===== src/rtl/adc_rd_pkg.sv =====
`timescale 1ns/1ps
package adc_rd_pkg;
  typedef enum logic [2:0] {
    ST_IDLE, ST_SETUP, ST_HIGH, ST_LOW, ST_TAIL, ST_GAP
  } state_e;

  localparam int CMD_BITS   = 5;
  localparam int FRAME_CLKS = 21;
  localparam int NULL_EDGE  = 7;
  localparam int CODE_W     = 13;

  // smallest cycle count covering ns at mhz
  function automatic int ns_to_cycles(input int ns, input int mhz);
    return (ns * mhz + 999) / 1000;
  endfunction
endpackage


===== src/rtl/adc_rd_timer.sv =====
`timescale 1ns/1ps
module adc_rd_timer #(
  parameter int CNT_W = 8
) (
  input  logic             clk_i,
  input  logic             rst_ni,
  input  logic             load_i,
  input  logic [CNT_W-1:0] val_i,
  output logic             zero_o
);
  logic [CNT_W-1:0] cnt_q;

  always_ff @(posedge clk_i or negedge rst_ni) begin
    if (!rst_ni)            cnt_q <= '0;
    else if (load_i)        cnt_q <= val_i;
    else if (cnt_q != '0)   cnt_q <= cnt_q - 1'b1;
  end

  assign zero_o = (cnt_q == '0);
endmodule


===== src/rtl/adc_rd_cmd_tx.sv =====
`timescale 1ns/1ps
module adc_rd_cmd_tx #(
  parameter int CMD_W = 5
) (
  input  logic             clk_i,
  input  logic             rst_ni,
  input  logic             load_i,
  input  logic [CMD_W-1:0] cmd_i,
  input  logic             shift_i,
  output logic             bit_o
);
  logic [CMD_W-1:0] sreg_q;

  always_ff @(posedge clk_i or negedge rst_ni) begin
    if (!rst_ni)       sreg_q <= '0;
    else if (load_i)   sreg_q <= cmd_i;
    else if (shift_i)  sreg_q <= {sreg_q[CMD_W-2:0], 1'b0};
  end

  assign bit_o = sreg_q[CMD_W-1];
endmodule


===== src/rtl/adc_rd_capture.sv =====
`timescale 1ns/1ps
module adc_rd_capture #(
  parameter int CODE_W     = 13,
  parameter int RES_W      = 16,
  parameter int EDGE_W     = 5,
  parameter int FIRST_EDGE = 8
) (
  input  logic              clk_i,
  input  logic              rst_ni,
  input  logic              sample_i,
  input  logic [EDGE_W-1:0] edge_num_i,
  input  logic              miso_i,
  input  logic              done_i,
  output logic [RES_W-1:0]  result_o,
  output logic              valid_o
);
  localparam logic [EDGE_W-1:0] LO_EDGE = EDGE_W'(FIRST_EDGE);
  localparam logic [EDGE_W-1:0] HI_EDGE = EDGE_W'(FIRST_EDGE + CODE_W - 1);

  if (RES_W <= CODE_W) begin : g_res_w_err
    $error("RES_W must exceed CODE_W");
  end

  logic [CODE_W-1:0] code_q;
  logic              in_win;

  assign in_win = sample_i && (edge_num_i >= LO_EDGE) && (edge_num_i <= HI_EDGE);

  always_ff @(posedge clk_i or negedge rst_ni) begin
    if (!rst_ni)     code_q <= '0;
    else if (in_win) code_q <= {code_q[CODE_W-2:0], miso_i};
  end

  always_ff @(posedge clk_i or negedge rst_ni) begin
    if (!rst_ni) begin
      result_o <= '0;
      valid_o  <= 1'b0;
    end else begin
      valid_o <= done_i;
      if (done_i) result_o <= {{(RES_W-CODE_W){code_q[CODE_W-1]}}, code_q};
    end
  end


  valid_single_chk: assert property (@(posedge clk_i) disable iff (!rst_ni)
    valid_o |=> !valid_o);


  sign_ext_chk: assert property (@(posedge clk_i) disable iff (!rst_ni)
    valid_o |-> ($countones(result_o[RES_W-1:CODE_W-1]) == 0 ||
                 $countones(result_o[RES_W-1:CODE_W-1]) == RES_W-CODE_W+1));
endmodule


===== src/rtl/adc_rd_ctrl.sv =====
`timescale 1ns/1ps
module adc_rd_ctrl
  import adc_rd_pkg::*;
#(
  parameter int SYS_CLK_MHZ  = 200,
  parameter int HALF_CNT     = 50,
  parameter int CS_SETUP_CNT = 24,
  parameter int CS_HIGH_CNT  = 100,
  parameter int RES_W        = 16
) (
  input  logic             clk_i,
  input  logic             rst_ni,
  input  logic             start_i,
  input  logic             single_i,
  input  logic [2:0]       chan_i,
  output logic             busy_o,
  output logic             cs_no,
  output logic             sclk_o,
  output logic             mosi_o,
  input  logic             miso_i,
  output logic [RES_W-1:0] result_o,
  output logic             valid_o
);
  localparam int MIN_HALF  = ns_to_cycles(210, SYS_CLK_MHZ);
  localparam int MIN_SETUP = ns_to_cycles(100, SYS_CLK_MHZ);
  localparam int MIN_CSH   = ns_to_cycles(475, SYS_CLK_MHZ);
  localparam int MAX_A     = (HALF_CNT > CS_SETUP_CNT) ? HALF_CNT : CS_SETUP_CNT;
  localparam int MAX_CNT   = (MAX_A > CS_HIGH_CNT) ? MAX_A : CS_HIGH_CNT;
  localparam int CNT_W     = $clog2(MAX_CNT + 1);
  localparam int RUN_W     = CNT_W + 1;
  localparam int EDGE_W    = $clog2(FRAME_CLKS + 1);
  localparam logic [EDGE_W-1:0] LAST_EDGE = EDGE_W'(FRAME_CLKS);

  if (HALF_CNT < MIN_HALF) begin : g_half_err
    $error("HALF_CNT below 210 ns clock phase minimum");
  end
  if (CS_SETUP_CNT < MIN_SETUP) begin : g_setup_err
    $error("CS_SETUP_CNT below 100 ns select setup minimum");
  end
  if (CS_HIGH_CNT < MIN_CSH) begin : g_csh_err
    $error("CS_HIGH_CNT below 475 ns select idle minimum");
  end

  state_e            state_q, state_d;
  logic [CNT_W-1:0]  dur;
  logic              go, tmr_zero;
  logic              sclk_q, sclk_d, cs_n_q, cs_n_d;
  logic [EDGE_W-1:0] edge_q;
  logic              start_ok, rise_now, fall_now, done;

  assign start_ok = (state_q == ST_IDLE) && start_i;

  always_comb begin
    state_d = state_q;
    dur     = '0;
    unique case (state_q)
      ST_IDLE:  if (start_i) begin
                  state_d = ST_SETUP;
                  dur     = CNT_W'(CS_SETUP_CNT - 1);
                end
      ST_SETUP: if (tmr_zero) begin
                  state_d = ST_HIGH;
                  dur     = CNT_W'(HALF_CNT - 1);
                end
      ST_HIGH:  if (tmr_zero) begin
                  state_d = (edge_q == LAST_EDGE) ? ST_TAIL : ST_LOW;
                  dur     = CNT_W'(HALF_CNT - 1);
                end
      ST_LOW:   if (tmr_zero) begin
                  state_d = ST_HIGH;
                  dur     = CNT_W'(HALF_CNT - 1);
                end
      ST_TAIL:  if (tmr_zero) begin
                  state_d = ST_GAP;
                  dur     = CNT_W'(CS_HIGH_CNT - 1);
                end
      ST_GAP:   if (tmr_zero) state_d = ST_IDLE;
      default:  state_d = ST_IDLE;
    endcase
  end

  assign go       = (state_d != state_q);
  assign rise_now = go && (state_d == ST_HIGH);
  assign fall_now = go && (state_q == ST_HIGH);
  assign done     = go && (state_d == ST_GAP);
  assign sclk_d   = (state_d == ST_HIGH);
  assign cs_n_d   = (state_d == ST_IDLE) || (state_d == ST_GAP);

  adc_rd_timer #(.CNT_W(CNT_W)) u_timer (
    .clk_i, .rst_ni, .load_i(go), .val_i(dur), .zero_o(tmr_zero)
  );

  adc_rd_cmd_tx #(.CMD_W(CMD_BITS)) u_cmd (
    .clk_i, .rst_ni,
    .load_i (start_ok),
    .cmd_i  ({1'b1, single_i, chan_i}),
    .shift_i(fall_now),
    .bit_o  (mosi_o)
  );

  adc_rd_capture #(
    .CODE_W(CODE_W), .RES_W(RES_W), .EDGE_W(EDGE_W), .FIRST_EDGE(NULL_EDGE + 1)
  ) u_cap (
    .clk_i, .rst_ni,
    .sample_i  (rise_now),
    .edge_num_i(edge_q + 1'b1),
    .miso_i,
    .done_i    (done),
    .result_o,
    .valid_o
  );

  always_ff @(posedge clk_i or negedge rst_ni) begin
    if (!rst_ni) begin
      state_q <= ST_IDLE;
      sclk_q  <= 1'b0;
      cs_n_q  <= 1'b1;
      edge_q  <= '0;
    end else begin
      state_q <= state_d;
      sclk_q  <= sclk_d;
      cs_n_q  <= cs_n_d;
      if (start_ok)      edge_q <= '0;
      else if (rise_now) edge_q <= edge_q + 1'b1;
    end
  end

  assign sclk_o = sclk_q;
  assign cs_no  = cs_n_q;
  assign busy_o = (state_q != ST_IDLE);

  // cycles each pin has held its present level, saturating
  logic [RUN_W-1:0] sclk_run_q, cs_run_q;
  always_ff @(posedge clk_i or negedge rst_ni) begin
    if (!rst_ni) begin
      sclk_run_q <= '1;
      cs_run_q   <= '1;
    end else begin
      if (sclk_d != sclk_q)      sclk_run_q <= RUN_W'(1);
      else if (sclk_run_q != '1) sclk_run_q <= sclk_run_q + 1'b1;
      if (cs_n_d != cs_n_q)      cs_run_q   <= RUN_W'(1);
      else if (cs_run_q != '1)   cs_run_q   <= cs_run_q + 1'b1;
    end
  end


  sclk_in_frame_chk: assert property (@(posedge clk_i) disable iff (!rst_ni)
    sclk_o |-> !cs_no);


  half_period_chk: assert property (@(posedge clk_i) disable iff (!rst_ni)
    (sclk_d != sclk_q && !cs_n_q) |-> sclk_run_q >= RUN_W'(MIN_HALF));


  cs_setup_chk: assert property (@(posedge clk_i) disable iff (!rst_ni)
    (sclk_d && !sclk_q && edge_q == '0) |-> (!cs_n_q && cs_run_q >= RUN_W'(MIN_SETUP)));


  cs_idle_chk: assert property (@(posedge clk_i) disable iff (!rst_ni)
    (cs_n_q && !cs_n_d) |-> cs_run_q >= RUN_W'(MIN_CSH));


  frame_len_chk: assert property (@(posedge clk_i) disable iff (!rst_ni)
    $rose(cs_no) |-> edge_q == LAST_EDGE);


  mosi_hold_chk: assert property (@(posedge clk_i) disable iff (!rst_ni)
    sclk_o |-> $stable(mosi_o));


  busy_gap_chk: assert property (@(posedge clk_i) disable iff (!rst_ni)
    $rose(cs_no) |-> busy_o);
endmodule


===== config.mk =====
export PLATFORM = sky130hd
export DESIGN_NAME = adc_rd_ctrl
export DESIGN_NICKNAME = d
export VERILOG_FILES = /design/src/rtl/adc_rd_pkg.sv /design/src/rtl/adc_rd_timer.sv /design/src/rtl/adc_rd_cmd_tx.sv /design/src/rtl/adc_rd_capture.sv /design/src/rtl/adc_rd_ctrl.sv
export SDC_FILE = /design/constraint.sdc
export NUM_CORES = 1
export LEC_CHECK = 0
export BUFFER_PORTS_ARGS = -buffer_cell sky130_fd_sc_hd__clkbuf_2
export CAP_MARGIN = 20
export CORE_MARGIN = 3
export CORE_UTILIZATION = 60
export CTS_CLUSTER_DIAMETER = 120
export DETAILED_ROUTE_END_ITERATION = 16
export PLACE_DENSITY = 0.94
export SLEW_MARGIN = 20
export SYNTH_ARGS = -nofsm -noshare
export SYNTH_HDL_FRONTEND = slang
export SYNTH_SLANG_ARGS = --single-unit

===== constraint.sdc =====
create_clock -name clk_i -period 4.75 [get_ports clk_i]
set_input_delay 0 -clock clk_i [delete_from_list [all_inputs] [get_ports clk_i]]
set_output_delay 0 -clock clk_i [all_outputs]
set_load 0.01 [all_outputs]

==> metrics.csv, run 1 <==
metric,value,unit
"Slew Viols, Final",0,
"Critical Path, Cell by Cell",ha_1 -> nor2b_2 -> o21ai_0 -> o21ai_0 -> o21ai_2 -> mux2_2,
Crit Path Class,reg2reg,
Synth area leaders,"dfrtp_1, mux2_2, mux2_4",
Crit path largest cell delay,0.70,ns
share of layout cells above drive strength 1,0.304,
Reg power frac,0.531,
CTS sink cnt,49,
initial cell density of the core,0.641,
RSZ-0062 raised after global routing,no,
CTS clock-pin slew for the worst setup and hold paths,0.09,ns
initial DRC count,140,
"Buf+Inv Stages, Crit Path",0,
setup slack after layout,2.26,ns
Synth area leader,dfrtp_1,
Syn Std Cell Area,2420,µm²
clock tree buffer depth,2,
WL final,4530,µm
setup repair bufs after CTS,0,
count of yosys warnings during synthesis,0,
f_max,0.401,GHz
Chip Width,69.5,µm
Final Cell Area,2720,µm²
pin count of the biggest net entering global routing,50,
leakage,1.32,nW
fin crit period,2.49,ns
TritonCTS clock tree,built,
worst path required time,4.94,ns
placed instance count,273,
CP max-delay cell,o21ai_2,
fin crit share,0.525,
Ant. Diodes,0,
Comb power frac,0.177,
"most used cell, CP",o21ai_0,
Sw Pwr,0.286,mW
post-synthesis sequential area ratio,0.508,
Chip Height,69.5,µm
ys async rst share,1.00,
Post-Syn Area per Cell,11.4,µm²
vias per cell,5.94,
Critical Path End Type,flop,
design internal power,0.704,mW
Port Buffers,28,
all-layer global routing usage,0.202,
routed len/inst,15.7,µm
Worst Skew,0.00713,ns
Worst-Skew Late Latency,0.30,ns
die area,4830,µm²
crit path launch type,flop,
drt pass-1 iters,4,
Hold WC Path Type,in2async,
vias in the first global route,1633,
Max Cap Violations,0,
first-pass GRT wire length,7580,µm
Switching Share,0.289,
Layout area overhead,12.4,%
syn nets,223,
Top delay family on crit path,compound AO/OA/AOI/OAI gates,
"Hold Vio Cnt, Final",0,
Synth top area share,0.497,
total CTS buffers,5,
final core occ,0.721,
Worst Max-Slew Pin Slew,0.852,ns
NumNets Final,250,
most numerous cell in the Yosys netlist,dfrtp_1,
remaining global-route overflow,0,
Mapped Cells,212,
# setup viols final,0,
Post-Place Setup Slack,2.28,ns
Core Area,3770,µm²
distinct cell type count after synthesis,50,
routability cong.,0.789,
Synth Flop Type,dfrtp_1,
total vias in the final route,1712,
synthesis-stage register bit count,49,
cell row count,22,
clock power share,0.291,
TNS Setup,0,ns
synth cell count leaders,"dfrtp_1, nand2_1, mux2_2",
drc violations,0,
placed wire-length estimate,2980,µm
initial antenna violation count,0,
Post-synth EDFFs,0,
crit-path max FO,13,
Worst VDD drop,0.000307,V
H-tree level count,2,
dpl cell area,2540,µm²
pwr/cell area,364,nW/µm²
CTS resizes,0,
Rel. slew slack,0.432,
num ports,29,
Layout Cells excl Fill,288,
Root Driver,clkbuf_8,
critical path arrival,2.69,ns
Post-DRT Antenna Nets,0,
status,completed,
-- worst register-to-register path: stages (launching register included) --
cell	delay (ns)
dfrtp_1	0.48
ha_1	0.34
nor2b_2	0.20
o21ai_0	0.14
o21ai_0	0.12
o21ai_2	0.70
mux2_2	0.42
-- final cells by class --
cell class              instances  area, µm²
well taps                      48       60.1
repair buffers                 36        218
inverters                       5       18.8
clock inverters                 2       38.8
flip-flops and latches         49       1230
multi-input cells             142       1080
fillers                       225       1050
clock buffers                   6       72.6
-- sequential cells by signal, indices dropped and copies added, names as in the netlist --
register and cells:
cs_no 1, edge_q 5, sclk_o 1, state_q 3
u_cap.code_q 13, u_cap.result_o 13, u_cap.valid_o 1, u_cmd.sreg_q 5
u_timer.cnt_q 7
-- layout by cell type (no fill, tap or decap), types with 3 or more instances in the layout --
| master | instances |
|---|---|
| dlygate4sd3_1 | 7 |
| ha_1 | 3 |
| nand2b_1 | 3 |
| mux2_4 | 10 |
| clkbuf_8 | 5 |
| nor2b_1 | 4 |
| nor2_1 | 12 |
| mux2_2 | 17 |
| o21ai_0 | 15 |
| nand2_1 | 18 |
| inv_1 | 5 |
| clkbuf_2 | 28 |
| dfrtp_1 | 48 |
| a21oi_1 | 11 |
| mux2i_1 | 4 |
| nand3_1 | 4 |
-- per-layer routing --
layer | vias up | global-route usage | wire [µm]
met5 | - | 0 | 0
met4 | 0 | 0.0889 | 135
met3 | 13 | 0.0507 | 268
met2 | 67 | 0.334 | 2220
met1 | 823 | 0.249 | 1910
li1 | 809 | - | -
-- metrics by stage --
step,hold slack (ns),total power [mW]
finish,0.320,0.990
global route,0.373,1.04
CTS,0.335,0.996
detailed placement,0.129,0.698
global placement,0.121,0.682
floorplan,-0.296,0.652
-- kinds of logic after synthesis --
kind of cell | count (synthesis) | synth area share
mux | 31 | 0.158
simple gates | 61 | 0.149
compound gates | 46 | 0.122
buf+inv | 21 | 0.0450
flops | 49 | 0.508
xor+xnor | 1 | 0.00362
fa+ha+maj | 3 | 0.0155
-- timing repair --
item / in CTS / in global routing
hold buffers: 7 / 0
endpoints found under the hold margin: 54 / 0
setup endpoints to repair: 0 / 0
-- path summary, 6_finish.rpt --
kind | start | endpoint | slack, ns | depth (start not counted)
worst max-delay path | edge_q[0] | u_cap.code_q[1] | 2.26 | 6
worst min register to register | u_cap.result_o[10] | u_cap.result_o[10] | 0.51 | 1
min in group clk_i | chan_i[0] | u_cmd.sreg_q[0] | 0.48 | 4
max in group asynchronous | rst_ni | state_q[0] | 4.04 | 3
worst min-delay path | rst_ni | u_timer.cnt_q[5] | 0.32 | 3
worst max register to register | edge_q[0] | u_cap.code_q[1] | 2.26 | 6
-- power by group through the flow --
stage,registers (mW),logic [mW],clock network (mW)
floorplan,0.507,0.146,0
global placement,0.526,0.157,0
detailed placement,0.531,0.167,0
CTS,0.524,0.176,0.296
global route,0.534,0.200,0.310
finish,0.526,0.176,0.288
(Power assumes the default switching activity.)
==> run 2, diff against run 1 <==
--- a/config.mk
+++ b/config.mk
@@ -5,13 +5,14 @@
 export SDC_FILE = /design/constraint.sdc
 export NUM_CORES = 1
 export LEC_CHECK = 0
+export ABC_AREA = 1
 export BUFFER_PORTS_ARGS = -buffer_cell sky130_fd_sc_hd__clkbuf_2
 export CAP_MARGIN = 20
 export CORE_MARGIN = 3
-export CORE_UTILIZATION = 60
+export CORE_UTILIZATION = 57
 export CTS_CLUSTER_DIAMETER = 120
 export DETAILED_ROUTE_END_ITERATION = 16
-export PLACE_DENSITY = 0.94
+export PLACE_DENSITY = 0.9
 export SLEW_MARGIN = 20
 export SYNTH_ARGS = -nofsm -noshare
 export SYNTH_HDL_FRONTEND = slang
==> constraint.sdc (replaced) <==
create_clock -name clk_i -period 2.3 [get_ports clk_i]
set_input_delay 0 -clock clk_i [delete_from_list [all_inputs] [get_ports clk_i]]
set_output_delay 0 -clock clk_i [all_outputs]
set_load 0.01 [all_outputs]
==> run 2 against run 1 <==
  * Critical path depth is 7 higher
  * Die area is 3.3% higher
  * Non-clock buffer count is 7 higher
  * Register-to-register slack worse by 2.1 ns
  * Clock power is 77% higher
  * Via count is 15% higher
  * Core utilization is 0.73 points lower
  * Fmax is 15% higher
  * Routed wire length is 11% higher
  * Combinational power is 83% lower
  * Worst hold slack worse by 0.24 ns
  * Critical endpoint is now u_cmd.sreg_q[1]
  * Largest power group unchanged
==> metrics.csv, run 2 <==
metric,value,unit,change
status,completed,,
initial cell density of the core,0.618,,-0.0235
crit path launch type,flop,,
"Hold Vio Cnt, Final",0,,unchanged
WL final,5020,µm,+11%
remaining global-route overflow,0,,unchanged
all-layer global routing usage,0.211,,+0.00974
Layout Cells excl Fill,372,,+29%
most frequent cells in the layout,"nand2_1, dfrtp_1, clkbuf_2",,
"commonest non-fill, non-tap cell in the layout",nand2_1,,
pin count of the biggest net entering global routing,50,,unchanged
Met1 Wirelength,2170,µm,+13%
critical path arrival,2.37,ns,-0.32 ns
fin crit period,2.16,ns,-0.331 ns
FF-to-FF Start,u_timer.cnt_q[0],,
Worst VDD drop,0.000392,V,+28%
setup slack after layout,0.138,ns,-2.12 ns
placed wire-length estimate,3310,µm,+11%
Sw Pwr,0.313,mW,+9.3%
Ant. Diodes,0,,unchanged
TritonCTS clock tree,built,,
Synth area leaders,"dfrtp_1, nand2_1, nand3_1",,
count of yosys warnings during synthesis,0,,unchanged
"most used cell, CP",nand2_1,,
post-synthesis sequential area ratio,0.516,,+0.00800
Worst-Skew Late Latency,0.31,ns,about the same
routability cong.,0.844,,+7.0%
f_max,0.463,GHz,+15%
Post-Syn Area per Cell,8.38,µm²,-27%
Hold WC Path Type,in2reg,,
Synth Flop Type,dfrtp_1,,
synth cell count leaders,"nand2_1, dfrtp_1, nand3_1",,
num ports,29,,unchanged
"Slew Viols, Final",0,,unchanged
vias in the first global route,1915,,+17%
# setup viols final,0,,unchanged
Root Driver,clkbuf_8,,
syn nets,295,,+32%
H-tree level count,2,,unchanged
share of layout cells above drive strength 1,0.213,,-0.0912
ys async rst share,1.00,,unchanged
Chip Height,70.6,µm,+1.6%
R2R cell count,13,,+7
WHS Endpoint,u_cmd.sreg_q[0],,
Post-Place Setup Slack,0.0529,ns,-2.22 ns
Comb power frac,0.022,,-0.155
CTS sink cnt,49,,unchanged
Layout area overhead,15.4,%,
Port Buffers,28,,unchanged
drt pass-1 iters,4,,unchanged
distinct cell type count after synthesis,28,,-44%
Rel. slew slack,0.602,,+0.170
Max Cap Violations,0,,unchanged
total CTS buffers,5,,unchanged
total vias in the final route,1962,,+15%
r2r setup slk,0.14,ns,-2.12 ns
"Critical Path, Cell by Cell",inv_1 -> ha_1 -> nand2_1 -> nor2_8 -> nor2_1 -> o21ai_2 -> nor2_1 -> nor2_1 -> nand2_4 -> nand2_4 -> nand2_1 -> nand2_1 -> nand2_1,,
vias per cell,5.27,,-11%
cell row count,22,,unchanged
Synth top area share,0.504,,+0.00783
metal2 WL,2470,µm,+12%
Post-DRT Antenna Nets,0,,unchanged
Critical Path End Type,flop,,
TNS Setup,0,ns,unchanged
Worst Skew,0.00671,ns,-0.000417 ns
clock power share,0.364,,+0.073
Highest Signal Layer,met4,,
leakage,1.63,nW,+24%
Switching Share,0.223,,-0.0657
Reg power frac,0.614,,+0.083
die area,4990,µm²,+3.3%
initial antenna violation count,0,,unchanged
CTS clock-pin slew for the worst setup and hold paths,0.08,ns,about the same
Core Area,3850,µm²,+2.2%
Syn Std Cell Area,2380,µm²,-1.6%
worst path required time,2.50,ns,-2.44 ns
fin crit share,0.940,,+0.415
placed instance count,356,,+30%
Worst Max-Slew Pin Slew,0.597,ns,-0.254 ns
routed len/inst,13.5,µm,-14%
first-pass GRT wire length,8440,µm,+11%
synthesis-stage register bit count,49,,unchanged
most numerous cell in the Yosys netlist,nand2_1,,
RSZ-0062 raised after global routing,no,,
Post-synth EDFFs,0,,unchanged
hold_sp,start_i,,
Chip Width,70.6,µm,+1.6%
Crit path largest cell delay,0.40,ns,-0.30 ns
initial DRC count,156,,+11%
drc violations,0,,unchanged
design internal power,1.09,mW,+55%
clock tree buffer depth,2,,unchanged
pwr/cell area,510,nW/µm²,+40%
Worst R2R End,u_cmd.sreg_q[1],,
Synth area leader,dfrtp_1,,
Crit Path Class,reg2reg,,
Mapped Cells,284,,+34%
crit-path max FO,9,,-4
biggest regs,"u_cap.code_q x13, u_cap.result_o x13, u_timer.cnt_q x7",,
hold path depth,5,,
met3 wire length,239,µm,-11%
NumNets Final,334,,+34%
CP max-delay cell,dfrtp_1,,
final core occ,0.713,,-0.00733
Overall Power,1.40,mW,+41%
[run 2: cell count changes after synthesis, sizes merged, moves of 11 or more]
cell	delta
a21oi	-11
nand4	+12
nand3	+17
mux2	-27
nand2	+104
inv	+19
[run 2: worst max-delay path, delay by kind of cell, from the launching register on]
kind	cells	cell delay (ns)
simple gates	10	1.16
flops	1	0.40
fa+ha+maj	1	0.21
compound gates	1	0.20
buf+inv	1	0.08
[run 2: cells by family after synthesis]
family,count (synthesis),share of synthesized area
AND/OR/NAND/NOR,177,0.345
flip-flops,49,0.516
buffers and inverters,35,0.0678
AO/OA/AOI/OAI,13,0.0305
XOR/XNOR,7,0.0257
adder cells (fa/ha/maj),3,0.0158
[run 2: metrics by stage]
step | hold WS [ns] | cell area (µm²)
after CTS | 0.0731 | 2720
after global placement | 0.132 | 2560
after global routing | 0.114 | 2750
final | 0.0834 | 2750
after floorplan | -0.296 | 2380
after detailed placement | 0.131 | 2560
[run 2: worst max-delay path by stage]
| stage | endpoint | cells after the start | start | slack [ns] |
|---|---|---|---|---|
| floorplan | u_cap.code_q[10] | 14 | u_timer.cnt_q[0] | 0.39 |
| global placement | u_cap.code_q[0] | 13 | u_timer.cnt_q[0] | 0.19 |
| detailed placement | u_cap.code_q[5] | 13 | u_timer.cnt_q[0] | 0.05 |
| CTS | u_cap.code_q[5] | 13 | u_timer.cnt_q[0] | 0.04 |
| global route | u_cmd.sreg_q[1] | 13 | u_timer.cnt_q[1] | 0.01 |
| finish | u_cmd.sreg_q[1] | 13 | u_timer.cnt_q[0] | 0.14 |
[run 2: metal layers]
layer  GRT usage  up-vias
li1            -      976
met4       0.115        0
met2       0.347       55
met5           0        -
met1       0.270      918
met3      0.0313       13
[run 2: layout make-up]
| cell class | count | area, µm² |
|---|---|---|
| inverters | 24 | 92.6 |
| clock buffers | 5 | 68.8 |
| fillers | 290 | 1100 |
| clock inverters | 3 | 22.5 |
| multi-input cells | 200 | 1010 |
| well taps | 48 | 60.1 |
| repair buffers | 43 | 268 |
| flip-flops and latches | 49 | 1230 |
[run 2: what timing repair did]
item | 4_1_cts | 5_1_grt
hold endpoints to repair | 53 | 0
setup endpoints to repair | 0 | 22
hold buffers | 6 | 0
buffers inserted | 0 | 2
gates resized for setup | 0 | 3
[run 2: power groups by stage]
| stage | Sequential, mW | Combinational, mW | Clock (mW) |
|---|---|---|---|
| final | 0.861 | 0.0308 | 0.510 |
| after global routing | 0.861 | 0.0352 | 0.552 |
| after CTS | 0.861 | 0.0318 | 0.518 |
| after detailed placement | 0.878 | 0.0239 | 0 |
| after global placement | 0.878 | 0.0239 | 0 |
| after floorplan | 0.878 | 0.00000943 | 0 |
